$ cat config.mk
export PLATFORM = sky130hd
export DESIGN_NAME = atomic_rmw_unit
export DESIGN_NICKNAME = d
export VERILOG_FILES = /design/src/rtl/amo_pkg.sv /design/src/rtl/amo_addr.sv /design/src/rtl/amo_alu.sv /design/src/rtl/atomic_rmw_unit.sv
export SDC_FILE = /design/constraint.sdc
export NUM_CORES = 1
export LEC_CHECK = 0
export BUFFER_PORTS_ARGS = -buffer_cell sky130_fd_sc_hd__buf_4
export CAP_MARGIN = 10
export CORE_MARGIN = 5
export CORE_UTILIZATION = 45
export DETAILED_ROUTE_END_ITERATION = 8
export GPL_ROUTABILITY_DRIVEN = 1
export GPL_TIMING_DRIVEN = 0
export PLACE_DENSITY = 0.79
export SYNTH_ARGS = -nofsm -noshare
export SYNTH_HDL_FRONTEND = slang
export SYNTH_SLANG_ARGS = --single-unit
export TNS_END_PERCENT = 20
$ cat constraint.sdc
create_clock -name clk -period 4.7 [get_ports clk]
set_input_delay 0.47 -clock clk [delete_from_list [all_inputs] [get_ports clk]]
set_output_delay 0.47 -clock clk [all_outputs]
set_load 0.1 [all_outputs]
$ cat src/rtl/amo_pkg.sv
package amo_pkg;
  localparam logic [7:0] OPC_ATOM32 = 8'hc3;
  localparam logic [7:0] OPC_ATOM64 = 8'hdb;

  typedef enum logic [1:0] {ST_IDLE, ST_READ, ST_MOD, ST_RESP} amo_state_e;
  typedef enum logic [2:0] {OP_ADD, OP_OR, OP_AND, OP_XOR, OP_XCHG, OP_CAS, OP_BAD} amo_op_e;

  typedef struct packed {
    amo_op_e op;
    logic    fetch;
    logic    legal;
  } amo_dec_t;

  function automatic amo_dec_t decode_imm(input logic [31:0] imm);
    amo_dec_t d;
    d.fetch = imm[0];
    d.legal = 1'b1;
    case (imm)
      32'h00, 32'h01: d.op = OP_ADD;
      32'h40, 32'h41: d.op = OP_OR;
      32'h50, 32'h51: d.op = OP_AND;
      32'ha0, 32'ha1: d.op = OP_XOR;
      32'he1:         d.op = OP_XCHG;
      32'hf1:         d.op = OP_CAS;
      default: begin
        d.op    = OP_BAD;
        d.legal = 1'b0;
      end
    endcase
    return d;
  endfunction

  function automatic logic [63:0] alu_apply(input amo_op_e op, input logic [63:0] a,
                                            input logic [63:0] b);
    case (op)
      OP_ADD:  return a + b;
      OP_OR:   return a | b;
      OP_AND:  return a & b;
      OP_XOR:  return a ^ b;
      default: return b;
    endcase
  endfunction
endpackage

$ cat src/rtl/amo_addr.sv
module amo_addr #(
  parameter int ADDR_W = 16
) (
  input  logic [63:0]       base,
  input  logic [15:0]       disp,
  input  logic              is32,
  output logic [ADDR_W-1:0] word_addr,
  output logic              upper,
  output logic              misalign
);
  logic [63:0] ea;
  assign ea        = base + {{48{disp[15]}}, disp};
  assign word_addr = ea[ADDR_W+2:3];
  assign upper     = ea[2];
  assign misalign  = is32 ? (|ea[1:0]) : (|ea[2:0]);
endmodule

$ cat src/rtl/amo_alu.sv
module amo_alu
  import amo_pkg::*;
(
  input  amo_op_e     op,
  input  logic        is32,
  input  logic        upper,
  input  logic [63:0] rdata,
  input  logic [63:0] src,
  input  logic [63:0] r0,
  output logic [63:0] old_val,
  output logic [63:0] wdata,
  output logic [7:0]  be,
  output logic        cas_match,
  output logic        do_write
);
  logic [63:0] src_eff;
  logic [63:0] new_val;

  assign old_val   = is32 ? {32'b0, (upper ? rdata[63:32] : rdata[31:0])} : rdata;
  assign src_eff   = is32 ? {32'b0, src[31:0]} : src;
  assign new_val   = alu_apply(op, old_val, src_eff);
  assign wdata     = is32 ? {new_val[31:0], new_val[31:0]} : new_val;
  assign be        = is32 ? (upper ? 8'hF0 : 8'h0F) : 8'hFF;
  assign cas_match = is32 ? (old_val[31:0] == r0[31:0]) : (old_val == r0);
  assign do_write  = (op != OP_CAS) || cas_match;
endmodule

$ cat src/rtl/atomic_rmw_unit.sv
module atomic_rmw_unit
  import amo_pkg::*;
#(
  parameter int ADDR_W = 16,
  parameter int IDX_W  = 4
) (
  input  logic              clk,
  input  logic              rst_n,
  input  logic              req_valid,
  output logic              req_ready,
  input  logic [7:0]        req_opcode,
  input  logic [31:0]       req_imm,
  input  logic [63:0]       req_base,
  input  logic [63:0]       req_src,
  input  logic [63:0]       req_r0,
  input  logic [IDX_W-1:0]  req_src_idx,
  input  logic [15:0]       req_disp,
  output logic              mem_en,
  output logic              mem_we,
  output logic [ADDR_W-1:0] mem_addr,
  output logic [7:0]        mem_be,
  output logic [63:0]       mem_wdata,
  input  logic [63:0]       mem_rdata,
  output logic              busy,
  output logic              done,
  output logic              wb_en,
  output logic [IDX_W-1:0]  wb_idx,
  output logic [63:0]       wb_data,
  output logic              err_illegal,
  output logic              err_misalign
);
  amo_state_e state;

  // request decode on the incoming fields
  logic     in_is32, in_opc_ok, in_legal, in_upper, in_mis;
  logic [ADDR_W-1:0] in_waddr;
  amo_dec_t in_dec;
  logic     accept;

  assign in_opc_ok = (req_opcode == OPC_ATOM32) || (req_opcode == OPC_ATOM64);
  assign in_is32   = (req_opcode == OPC_ATOM32);
  assign in_dec    = decode_imm(req_imm);
  assign in_legal  = in_opc_ok && in_dec.legal;
  assign accept    = req_valid && req_ready;

  amo_addr #(.ADDR_W(ADDR_W)) u_addr (
    .base(req_base), .disp(req_disp), .is32(in_is32),
    .word_addr(in_waddr), .upper(in_upper), .misalign(in_mis)
  );

  // latched request
  amo_op_e           r_op;
  logic              r_is32, r_fetch, r_upper, r_ill, r_mis;
  logic [63:0]       r_src, r_r0;
  logic [IDX_W-1:0]  r_idx;
  logic [ADDR_W-1:0] r_waddr;
  logic              r_wb_en;
  logic [IDX_W-1:0]  r_wb_idx;
  logic [63:0]       r_wb_data;

  // modify-stage results, brought out for checking
  logic [63:0] alu_old, alu_wdata;
  logic [7:0]  alu_be;
  logic        alu_cas_match, alu_do_write;

  amo_alu u_alu (
    .op(r_op), .is32(r_is32), .upper(r_upper), .rdata(mem_rdata),
    .src(r_src), .r0(r_r0), .old_val(alu_old), .wdata(alu_wdata),
    .be(alu_be), .cas_match(alu_cas_match), .do_write(alu_do_write)
  );

  logic in_mod;
  assign in_mod = (state == ST_MOD);

  always_ff @(posedge clk) begin
    if (!rst_n) begin
      state     <= ST_IDLE;
      r_op      <= OP_ADD;
      r_is32    <= 1'b0;
      r_fetch   <= 1'b0;
      r_upper   <= 1'b0;
      r_ill     <= 1'b0;
      r_mis     <= 1'b0;
      r_src     <= '0;
      r_r0      <= '0;
      r_idx     <= '0;
      r_waddr   <= '0;
      r_wb_en   <= 1'b0;
      r_wb_idx  <= '0;
      r_wb_data <= '0;
    end else begin
      case (state)
        ST_IDLE: if (accept) begin
          r_op     <= in_dec.op;
          r_is32   <= in_is32;
          r_fetch  <= in_dec.fetch;
          r_upper  <= in_upper;
          r_ill    <= !in_legal;
          r_mis    <= in_legal && in_mis;
          r_src    <= req_src;
          r_r0     <= req_r0;
          r_idx    <= req_src_idx;
          r_waddr  <= in_waddr;
          r_wb_en  <= 1'b0;
          state    <= (!in_legal || in_mis) ? ST_RESP : ST_READ;
        end
        ST_READ: state <= ST_MOD;
        ST_MOD: begin
          r_wb_en   <= r_fetch;
          r_wb_idx  <= (r_op == OP_CAS) ? '0 : r_idx;
          r_wb_data <= alu_old;
          state     <= ST_RESP;
        end
        default: state <= ST_IDLE;
      endcase
    end
  end

  assign req_ready    = (state == ST_IDLE);
  assign busy         = (state != ST_IDLE);
  assign done         = (state == ST_RESP);
  assign mem_en       = (state == ST_READ) || (in_mod && alu_do_write);
  assign mem_we       = in_mod && alu_do_write;
  assign mem_addr     = r_waddr;
  assign mem_be       = alu_be;
  assign mem_wdata    = alu_wdata;
  assign wb_en        = done && r_wb_en;
  assign wb_idx       = r_wb_idx;
  assign wb_data      = r_wb_data;
  assign err_illegal  = done && r_ill;
  assign err_misalign = done && r_mis;

  // a write is always preceded by the read of the same operation
  a_r10_write_after_read: assert property (@(posedge clk) disable iff (!rst_n)
    mem_we |-> $past(mem_en && !mem_we));
  // memory is only touched while the unit holds busy
  a_r10_access_while_busy: assert property (@(posedge clk) disable iff (!rst_n)
    mem_en |-> busy);
  // done lasts one cycle
  a_r10_done_pulse: assert property (@(posedge clk) disable iff (!rst_n)
    done |=> !done);
  // rejected requests never reach memory
  a_r1_reject_no_access: assert property (@(posedge clk) disable iff (!rst_n)
    (done && (err_illegal || err_misalign)) |-> (!$past(mem_en) && !wb_en));
  // compare-exchange writes only on a match
  a_r7_cas_gated: assert property (@(posedge clk) disable iff (!rst_n)
    (mem_we && r_op == OP_CAS) |-> alu_cas_match);
  // a 32-bit write covers exactly one half of the word
  a_r8_half_word: assert property (@(posedge clk) disable iff (!rst_n)
    (mem_we && r_is32) |-> ($countones(mem_be) == 4));
endmodule

After elaboration in Yosys (flattened, before gate mapping)
Index checks and enable logic that the tools add are counted.

Muxes and demuxes: 17. Equality and inequality tests: 22. Reductions and logical operators: 26. Bitwise operators: 3. Add/sub/neg operators: 2.

Operators with widths (count): one-hot mux 64 bit (4 select lines) (1); two-way mux 64 bit (3); equality test 32 x 7 -> 1 bit, second input constant (4); equality test 32 x 8 -> 1 bit, second input constant (4); adder 64 bit (1); AND 64 bit (1); equality test 64 bit (1); bitwise OR 64 bit (1); bitwise XOR 64 bit (1); equality test 32 x 1 -> 1 bit, second input constant (1); equality test 32 bit (1); zero test 32 bit (1); two-way mux 32 bit (1); adder 19 bit (1); one-hot mux 3 bit (6 select lines) (1); equality test 8 bit, second input constant (2); two-way mux 8 bit (2); OR reduction 10 bit (1); OR reduction 2 bit (5); logical AND 1 bit (7); equality test 3 x 2 -> 1 bit, second input constant (2); one-hot mux 2 bit (3 select lines) (1); equality test 2 bit, second input constant (2); logical OR 1 bit (4); 15 further kinds (21).

Output and inout port bits: 164. Bits of input ports: 319. Register bits after elaboration: 227. Logic and storage cells: 84.

Logic depth before layout (Yosys ltp)
Gate-level depths: netlist (run 1).

Word-level depth: 9. Gate-level depth with buffers: 18. Mapped depth without buffers: 16.

Modules after synthesis
A second synthesis (run 1) with hierarchy kept.

Cells, all modules: 2399. Area total of the unflattened synthesis: 18403.9 µm².

By module, submodules not included: amo_alu (seq. area each 0.0 µm², area each 8797.2 µm², cells an instance 1322, instances 1); atomic_rmw_unit (seq. area each 4544.4 µm², area each 8715.9 µm², cells an instance 955, instances 1); amo_addr (seq. area each 0.0 µm², area each 890.9 µm², cells an instance 122, instances 1).

Worst setup path after synthesis (run 1)
Ideal clock, no wire load.

Path type: reg-to-output. Start: reg r_is32. End: out mem_wdata[54]. Slack: -2.896 ns. Buffers on the path: 2. Required time: 4.230 ns. Arrival time: 7.126 ns. Stages on the path, launching flop included: 17. Cells stage by stage: dfxtp_1 > buf_2 > nand2_1 > buf_1 > mux2i_1 > inv_1 > ha_1 > a21o_1 > a211o_1 > o21ai_1 > or3b_4 > a31oi_4 > o21ai_1 > and3_1 > o41ai_2 > a21oi_1 > o21ai_1.

Word-level cells in the longest chain between the ends: 4. Elaborated cells between the ends (all ways): 8. Those cells by class: add/sub: 1; mux: 4; bitwise: 3.

Ends and longest elaborated chain: from (decl) (RTL line atomic_rmw_unit.sv:53) `logic r_is32, r_fetch, r_upper, r_ill, r_mis;`; from (signal assigned) (RTL line atomic_rmw_unit.sv:95) `r_is32 <= in_is32;`; two-way mux 64 bit (RTL line amo_alu.sv:19) `assign old_val = is32 ? {32'b0, (upper ? rdata[63:32] : rdata[31:0])} : rdata;`; net alu_old[4] (RTL line atomic_rmw_unit.sv:62) `logic [63:0] alu_old, alu_wdata;`; adder 64 bit (RTL line amo_pkg.sv:36) `OP_ADD: return a + b;`; one-hot mux 64 bit (4 select lines) (RTL line amo_pkg.sv:35) `case (op)`; two-way mux 64 bit (RTL line amo_alu.sv:22) `assign wdata = is32 ? {new_val[31:0], new_val[31:0]} : new_val;`; to (decl) (RTL line atomic_rmw_unit.sv:22) `output logic [63:0] mem_wdata,`.

The timed path passes the listed nets, and every way through them passes these cells.

Worst setup path in the final report (run 1)
Start: reg r_is32. End: out mem_wdata[59].

Word-level cells in the longest chain between the ends: 4. Elaborated cells between the ends (all ways): 8. Those cells by class: add/sub: 1; mux: 4; bitwise: 3.

Ends and longest elaborated chain (RTL line): two-way mux 64 bit, on equally long branches (amo_alu.sv:19, amo_alu.sv:20); adder 64 bit, or another cell as far along (amo_pkg.sv:36); one-hot mux 64 bit (4 select lines) (amo_pkg.sv:35); two-way mux 64 bit (*) (amo_alu.sv:22).

Every way passes the cells marked *; elsewhere a longest branch is shown, timed or not.

==> results, run 1 <==
- The clock tree buffer depth is 3.
- Across all hold checks on the routed design, the worst slack comes to 0.162 ns.
- The via count of the first global-routing pass was 21500.
- The met1 capacity usage during global routing is 0.494.
- The number of nets handed over by synthesis was 2946.
- The kind of cell adding the most delay to the critical path is compound AO/OA/AOI/OAI gates.
- The number of hold-slack violations in the final timing report is 0.
- Synthesis instantiated 89 different standard cells from the library.
- Yosys mapped a number of flops with a built-in enable equal to 0.
- The ratio of routed vias to standard cells is 6.17.
- The worst-path maximum fanout is 7.
- The final cell count without fillers is 3612.
- The async set-reset flop share out of synthesis is 0.
- After detailed placement, the design holds a cell count of 3441.
- Setup repair after global routing could not meet its margin everywhere.
- The placeable core region is 0.0410 mm^2.
- The fraction of final layout cells with drive strength greater than 1 is 0.300.
- STA classifies the critical path endpoint as an output pin.
- The synthesized-area fraction occupied by and/or/nand/nor cells is 0.199.
- The met3 track utilization from global routing is 0.0952.
- The critical path class is reg2out.
- The actual slew at the worst max-slew pin is 1.31 ns.
- In this run the number of cells on the critical path is 16.
- In this run the critical register-to-register path is launched from state[0]$_SDFFE_PN0P_.
- The congestion estimate from routability-driven global placement came to 1.01.
- Setup total negative slack on the finished layout was measured at -16.87 ns.
- CTS built an H-tree with a depth of 1.
- Input and output buffers added on the ports amount to 437.
- The most frequent standard cell in the layout excluding fill and tap cells is sky130_fd_sc_hd__buf_4.
- The most used flip-flop cell after synthesis is sky130_fd_sc_hd__dfxtp_1.
- For this configuration, the core starts out at a cell density of 0.457.
- The startpoint of the lowest-slack hold path is req_src[9].
- The final clock skew is 0.0160 ns.
- By area the synthesized netlist is led by sky130_fd_sc_hd__dfxtp_1 24%, sky130_fd_sc_hd__ha_1 10%, sky130_fd_sc_hd__nand2_1 9.9%.
- The root buffer cell chosen for the clock tree is sky130_fd_sc_hd__clkbuf_16.
- The maximum operating frequency is 0.187 GHz.
- The origin of the worst setup path is r_is32$_SDFFE_PN0P_.
- The total of endpoints with negative setup slack in the final report is 49.
- The share of the yosys chip area belonging to registers is 0.242.
- The number of cells on the worst reg-to-reg path is 8.
- The later-pin clock latency in the skew report is 0.56 ns.
- The CTS tree is built.
- The cell area that synthesis handed to floorplanning was 0.0187 mm^2.
- Of the post-synthesis cell area, the part taken by muxes is 0.0737.
- The sink count of the clock tree is 227.
- The peak supply drop is 0.00112 V.
- The detail route stage leaves a number of antenna-violating nets equal to 0.
- Entering global routing, the biggest net connects 13 pins.
- The first detailed-routing pass took 6 iterations.
- Of the total synthesized cell area, the portion taken by full adders, half adders and majority gates is 0.104.
- Measured against its own limit, the worst slew margin works out to 0.127.
- In the post-route analysis, the smallest setup slack over all paths is -0.658 ns.
- The period utilization is 1.14.
- In the layout the commonest cells are 501 x sky130_fd_sc_hd__buf_4, 489 x sky130_fd_sc_hd__nand2_1, 226 x sky130_fd_sc_hd__dfxtp_1.
- The largest stage delay on the critical path is 0.47 ns.
- The overall die width is 214 um.
- Buffers inserted during clock tree synthesis total 26.
- The complex-gate fraction of the synthesized area is 0.248.
- The worst hold path cell count is 3.
- For the finished layout, the period the worst path requires is 5.36 ns.
- After global routing, the most crowded layer is met2.
- The gate count after technology mapping is 2472.
- The routed design has 101000 um of wire.
- At the worst endpoint, the arrival time is 4.89 ns.
- The first global-routing pass estimated 142000 um of wire.
- The detailed router placed 22300 vias in this run.
- The average wire length per cell after detail routing is 28.0 um.
- In the global route stage, overall resource usage came out at 0.409.
- The die covers 0.0458 mm^2.
- The cell accounting for the most synthesized area is sky130_fd_sc_hd__dfxtp_1.
- For this design the static power due to leakage is 12.1 nW.
- The Yosys warning count is 0.
- Of the total synthesized cell area, the portion taken by XOR and XNOR cells is 0.0593.
- The number of nets in the layout is 3531.
- For this design, the slowest cell found on the critical path is sky130_fd_sc_hd__a221o_2.
- The final reports fail on negative setup slack.
- At the worst endpoint, the required time is 4.23 ns.
- The kind of launch point of the worst setup path is a flip-flop.
- In this run the worst hold path is classified as in2reg.
- For this block, the initial DRC count from the detailed router was 2530.
- The number of antenna violations at the first check in global routing is 5.
- The total of flip-flops plus latches after synthesis is 227.
- The routing usage on met2 is 0.668.
- From bottom edge to top edge, the die measures 214 um.
- The area growth from synthesis to layout is 45.3%.
- Walking the worst path, the cells encountered are buf_6 -> nand2_8 -> buf_12 -> mux2i_4 -> ha_1 -> a21oi_2 -> o211ai_1 -> a221oi_4 -> inv_2 -> a32o_2 -> o21ai_4 -> o211ai_1 -> a221o_2 -> nand4_1 -> nand4_1 -> buf_12.
- The run finished, with violations left.
- In this run the power density over the cells is 575 mW/mm^2.
- The clock edge transition at the registers on the reported setup and hold paths is 0.07 ns.
- The final count of pins violating max slew was 0.
- The area share of the largest cell type after synthesis is 0.242.
- The combinational family with the most area after synthesis is compound AO/OA/AOI/OAI gates.
- The floorplan has 74 rows.
- The number of ports placed on the die boundary is 483.
- After synthesis, the mean cell area works out to 7.58 um^2.
- The HPWL after detailed placement is 77900 um.
- The total DRC errors in the routed layout is 0.
- The global-route congestion overflow total is 0.
- The worst path buffer plus inverter count is 4.
- The tool flagged a number of max-cap violations equal to 0.
- After clock tree synthesis, the flow added hold-fix buffers numbering 0.
-- layer usage --
metal / part of all wire / vias to the layer above / wire, um
li1: - / 9719 / -
met1: 0.37 / 10700 / 37300
met2: 0.45 / 1512 / 45400
met3: 0.11 / 395 / 11000
met4: 0.075 / 2 / 7560
met5: 0.00015 / - / 15
-- what timing repair did --
| item | in CTS | in global routing |
|---|---|---|
| gates resized for setup | 330 | 142 |
| pin swaps | 51 | 52 |
| setup buffers | 88 | 42 |
| endpoints found under the hold margin | 0 | 0 |
| endpoints found under the setup margin | 61 | 53 |
| cloned | 1 | 0 |
-- flip-flops by register name, summed over array words and instances, names as in the netlist --
name	count
r_wb_en	1
r_upper	1
wb_idx	4
r_is32	1
state	2
wb_data	64
r_op	3
r_ill	1
r_fetch	1
r_idx	4
r_mis	1
r_r0	64
mem_addr	16
r_src	64
-- worst min-delay path, cell delays in order --
cell                       delay, ns
sky130_fd_sc_hd__buf_4          0.11
sky130_fd_sc_hd__nand2_1        0.04
sky130_fd_sc_hd__a21boi_0       0.06
-- final cells by class --
| class | instances | area, um^2 |
|---|---|---|
| multi-input cells | 1890 | 14700 |
| fillers | 3360 | 13800 |
| repair buffers | 568 | 4990 |
| flip-flops and latches | 227 | 4550 |
| clock buffers | 39 | 771 |
| plain buffers | 149 | 739 |
| inverters | 195 | 737 |
| well taps | 532 | 666 |
| clock inverters | 8 | 97.6 |
| diodes | 4 | 10.0 |
-- kinds of logic (layout without fill, tap and decap cells) --
family,Yosys count,after routing
and+or+nand+nor,835,835
muxes,109,109
DFF,227,227
buffers and inverters,355,959
xor gates and xnor gates,127,127
other,0,4
adders and majority gates,155,155
AOI/OAI and AO/OA,664,664
-- Yosys cell counts (all sizes together), types with 36 or more instances --
library cell	n
nand2	494
dfxtp	227
inv	194
ha	153
a21boi	144
o21ai	137
clkbuf	130
a21oi	129
nor2	98
xnor2	91
mux2i	81
nor2b	63
a21o	37
xor2	36
-- where the power goes --
| group | total [mW] | internal, mW | switching, mW |
|---|---|---|---|
| Clock | 2.12 | 1.24 | 0.881 |
| Sequential | 2.74 | 2.35 | 0.385 |
| Combinational | 10.8 | 3.15 | 7.66 |
| Total | 15.7 | 6.74 | 8.92 |
-- metrics by stage --
stage	setup WS (ns)	area, um^2	power (mW)	util
3_5_place_dp	-1.84	23000	12.2	0.561
3_3_place_gp	-1.76	23000	12.2	0.561
6_report	-0.658	27200	15.7	0.664
5_1_grt	-0.715	27200	16.1	0.664
4_1_cts	-0.581	26200	15.0	0.638
2_1_floorplan	-0.367	19100	9.62	-
-- final timing paths --
path | end | slack (ns)
worst max-delay path | mem_wdata[59] | -0.66
worst min-delay path | r_src[9]$_SDFFE_PN0P_ | 0.16
worst max register to register | r_r0[0]$_SDFFE_PN0P_ | 1.14
worst min register to register | r_src[36]$_SDFFE_PN0P_ | 0.48
No activity file was read; power rests on OpenSTA's default activity.
==> run 2, diff against run 1 <==
--- a/config.mk
+++ b/config.mk
@@ -7,5 +7,4 @@
 export LEC_CHECK = 0
 export BUFFER_PORTS_ARGS = -buffer_cell sky130_fd_sc_hd__buf_4
-export CAP_MARGIN = 10
 export CORE_MARGIN = 5
 export CORE_UTILIZATION = 45
==> constraint.sdc (replaced) <==
create_clock -name clk -period 4.7 [get_ports clk]
set_input_delay 0.235 -clock clk [delete_from_list [all_inputs] [get_ports clk]]
set_output_delay 0.235 -clock clk [all_outputs]
set_load 0.1 [all_outputs]
==> run 2 against run 1 <==
Effect of this change:
- the flow still finishes with violations (negative setup slack)
- flip-flop and latch count stayed put
- non-clock buffer count is 125 higher
- total power is 0.33% lower
- register-to-register slack better by 0.03 ns
- critical path depth is 3 higher
- clock skew is 0.0046 ns lower
- core utilization is 2.2 points higher
- sequential share of layout area is 0.53 points lower
- clock power hardly changed
- sequential power hardly changed
- global-route usage is 1.8 points higher
==> results, run 2 (synthesized netlist as in run 1, its figures left out) <==
- The relative contribution of the clock network to total power is 0.137 (+0.002).
- The initial core utilization was 0.457 (unchanged).
- The total net switching power is 8.98 mW (+0.63%).
- The internal power contribution came to 6.63 mW (-1.6%).
- The clock edge transition at the registers on the reported setup and hold paths came to 0.07 ns (about the same).
- The largest stage delay on the critical path is 0.51 ns (+0.04 ns).
- The via count of the first global-routing pass came to 23000 (+7.3%).
- The setup slack at placement is -1.98 ns (-0.141 ns).
- The share of total power in combinational logic is 0.688 (-0.002).
- The TritonCTS buffer count is 26 (unchanged).
- The die span in y came to 214 um (unchanged).
- The placement row count is 74 (unchanged).
- The worst-path maximum fanout was 7 (unchanged).
- The total power draw was 15.6 mW (-0.33%).
- The average wire length per cell after detail routing is 28.3 um (+1.0%).
- The HPWL reported at the end of detailed placement is 77700 um (-0.23%).
- The total of endpoints with negative setup slack in the final report came to 34 (-31%).
- The global-route congestion overflow total is 0 (unchanged).
- The fraction of power spent switching nets is 0.575 (+0.00550).
- The buffer cell driving the clock tree root is sky130_fd_sc_hd__clkbuf_16.
- Setup repair after global routing could not meet its margin everywhere.
- STA classifies the critical path startpoint as a flip-flop.
- The worst setup path is captured at an output pin.
- The overall die width is 214 um (unchanged).
- The count of maximum capacitance violations was 0 (unchanged).
- The total DRC errors in the routed layout is 0 (unchanged).
- The worst relative slew slack is 0.136 (+0.00901).
- The peak supply drop is 0.000592 V (-47%).
- The post-detailed-routing wire length was 106000 um (+4.5%).
- The number of ports placed on the die boundary is 483 (unchanged).
- The final clock skew is 0.0113 ns (-0.00464 ns).
- The maximum operating frequency is 0.198 GHz (+5.9%).
- The tightest min-delay check is of the in2reg type.
- The flow ran to the end, but the final reports show violations.
- The number of levels the H-tree was split into is 1 (unchanged).
- The number of antenna violations at the first check in global routing is 6 (+1).
- The placeable core region is 0.0410 mm^2 (unchanged).
- The number of buffers added on ports is 437 (unchanged).
- The clock tree buffer depth is 3 (unchanged).
- The fraction of final layout cells with drive strength greater than 1 came to 0.287 (-0.0129).
- The signed area change from the synthesized netlist to the final layout is 50.2%.
- The pin count of the biggest net entering global routing is 14 (+1).
- The sink count of the clock tree is 227 (unchanged).
- The global placer's final weighted congestion is 1.01 (-0.36%).
- The total number of vias came to 23100 (+3.8%).
- The slowest cell on the critical path is sky130_fd_sc_hd__a221o_2.
- The arrival time reported for the critical path endpoint came to 4.83 ns (-0.06 ns).
- The minimum clock period after layout is 5.06 ns (-0.297 ns).
- The leakage power figure was 12.5 nW (+3.5%).
- TritonCTS built the clock tree.
- The kind of cell adding the most delay to the critical path is compound AO/OA/AOI/OAI gates.
- The sequential fraction of design power was 0.176 (about the same).
- The first-pass GRT wire length is 149000 um (+4.9%).
- The period utilization is 1.08 (-0.0631).
- The final reports fail on negative setup slack.
- The cell area power density is 554 mW/mm^2 (-3.6%).
- The first-iteration detailed-routing DRC count is 2478 (-2.1%).
- Traced cell by cell, the critical path runs through nand2_8 -> buf_16 -> mux2i_4 -> inv_2 -> ha_4 -> inv_2 -> fa_2 -> nand2b_4 -> a21oi_4 -> o21ai_4 -> nand2b_4 -> o311ai_4 -> a41oi_4 -> a221o_2 -> o211ai_1 -> buf_4 -> a21oi_2 -> a311o_1 -> buf_12.
- The final core area utilization came to 0.686 (+0.0225).
- The total iterations of the first detailed-routing run came to 8 (+2).
- The later-pin clock latency in the skew report came to 0.56 ns (about the same).
- The total track usage is 0.427 (+0.0184).
- The post-route worst setup slack came to -0.361 ns (+0.297 ns).
- The worst path buffer plus inverter count came to 5 (+1).
- The area enclosed by the die boundary was 0.0458 mm^2 (unchanged).
- The setup TNS was -5.73 ns (+11.14 ns).
- The final count of pins violating max slew was 0 (unchanged).
- The critical path class is reg2out.
- The required time reported for the critical path endpoint is 4.47 ns (+0.24 ns).
- The actual slew at the worst max-slew pin is 1.30 ns (-0.0135 ns).
- The top cell types in the final layout, fill and taps aside, are 515 x sky130_fd_sc_hd__buf_4, 487 x sky130_fd_sc_hd__nand2_1, 225 x sky130_fd_sc_hd__dfxtp_1.
- The number of hold-slack violations in the final timing report is 0 (unchanged).
- The number of routed nets with antenna violations is 0 (unchanged).
- The ratio of routed vias to standard cells came to 6.19 (+0.37%).
- The library cell used most frequently in the layout, excluding fill and tap cells, is sky130_fd_sc_hd__buf_4.
- The number of nets in the layout is 3656 (+3.5%).
## run 2: power by group through the flow
stage	combinational (mW)	sequential, mW	clock [mW]
finish	10.7	2.74	2.13
global route	11.0	2.76	2.20
CTS	10.3	2.71	2.09
detailed placement	9.50	2.73	0
global placement	9.41	2.72	0
floorplan	5.54	4.05	0
## run 2: through the flow
stage          hold WS, ns  instances  instance area, um^2
5_1_grt            0.00163       3735                28200
6_report           0.00291       3737                28200
3_5_place_dp         0.460       3441                22900
3_3_place_gp         0.454       3441                22900
4_1_cts           0.000236       3697                27500
2_1_floorplan        0.380       2472                19000
## run 2: routing by layer
metal | track usage | vias to the layer above | wire length (um)
met2 | 0.676 | 1637 | 46600
met3 | 0.109 | 523 | 11600
met1 | 0.506 | 11000 | 38200
met5 | 0 | - | 20
li1 | - | 9965 | -
met4 | 0.304 | 2 | 9580
## run 2: timing repair
| action | CTS | global route |
|---|---|---|
| endpoints found under the hold margin | 128 | 0 |
| cloned | 1 | 0 |
| hold buffers | 128 | 0 |
| gates resized for setup | 337 | 95 |
| pin swaps | 50 | 37 |
| setup endpoints to repair | 61 | 47 |
| buffers inserted | 90 | 36 |
## run 2: worst min-delay path: cells and delay by family
family / cells / cell delay, ns
buf+inv: 1 / 0.11
simple gates: 1 / 0.09
compound gates: 1 / 0.08
## run 2: worst paths after layout
path | start | slack (ns) | end | cells after the start
max | r_is32$_SDFFE_PN0P_ | -0.36 | mem_wdata[62] | 19
min | req_r0[32] | 0.003 | r_r0[32]$_SDFFE_PN0P_ | 3
max reg2reg | state[0]$_SDFFE_PN0P_ | 1.17 | r_idx[0]$_SDFFE_PN0P_ | 8
min reg2reg | r_idx[3]$_SDFFE_PN0P_ | 0.47 | r_idx[3]$_SDFFE_PN0P_ | 2
## run 2: area by class of cell
class	count	area [um^2]
tap	532	666
clock inverter	10	105
inverter	195	737
fill	3200	12900
sequential	227	4550
clock buffer	36	759
antenna	5	12.5
timing repair buffer	692	6050
multi-input combinational	1890	14500
buffer	150	739
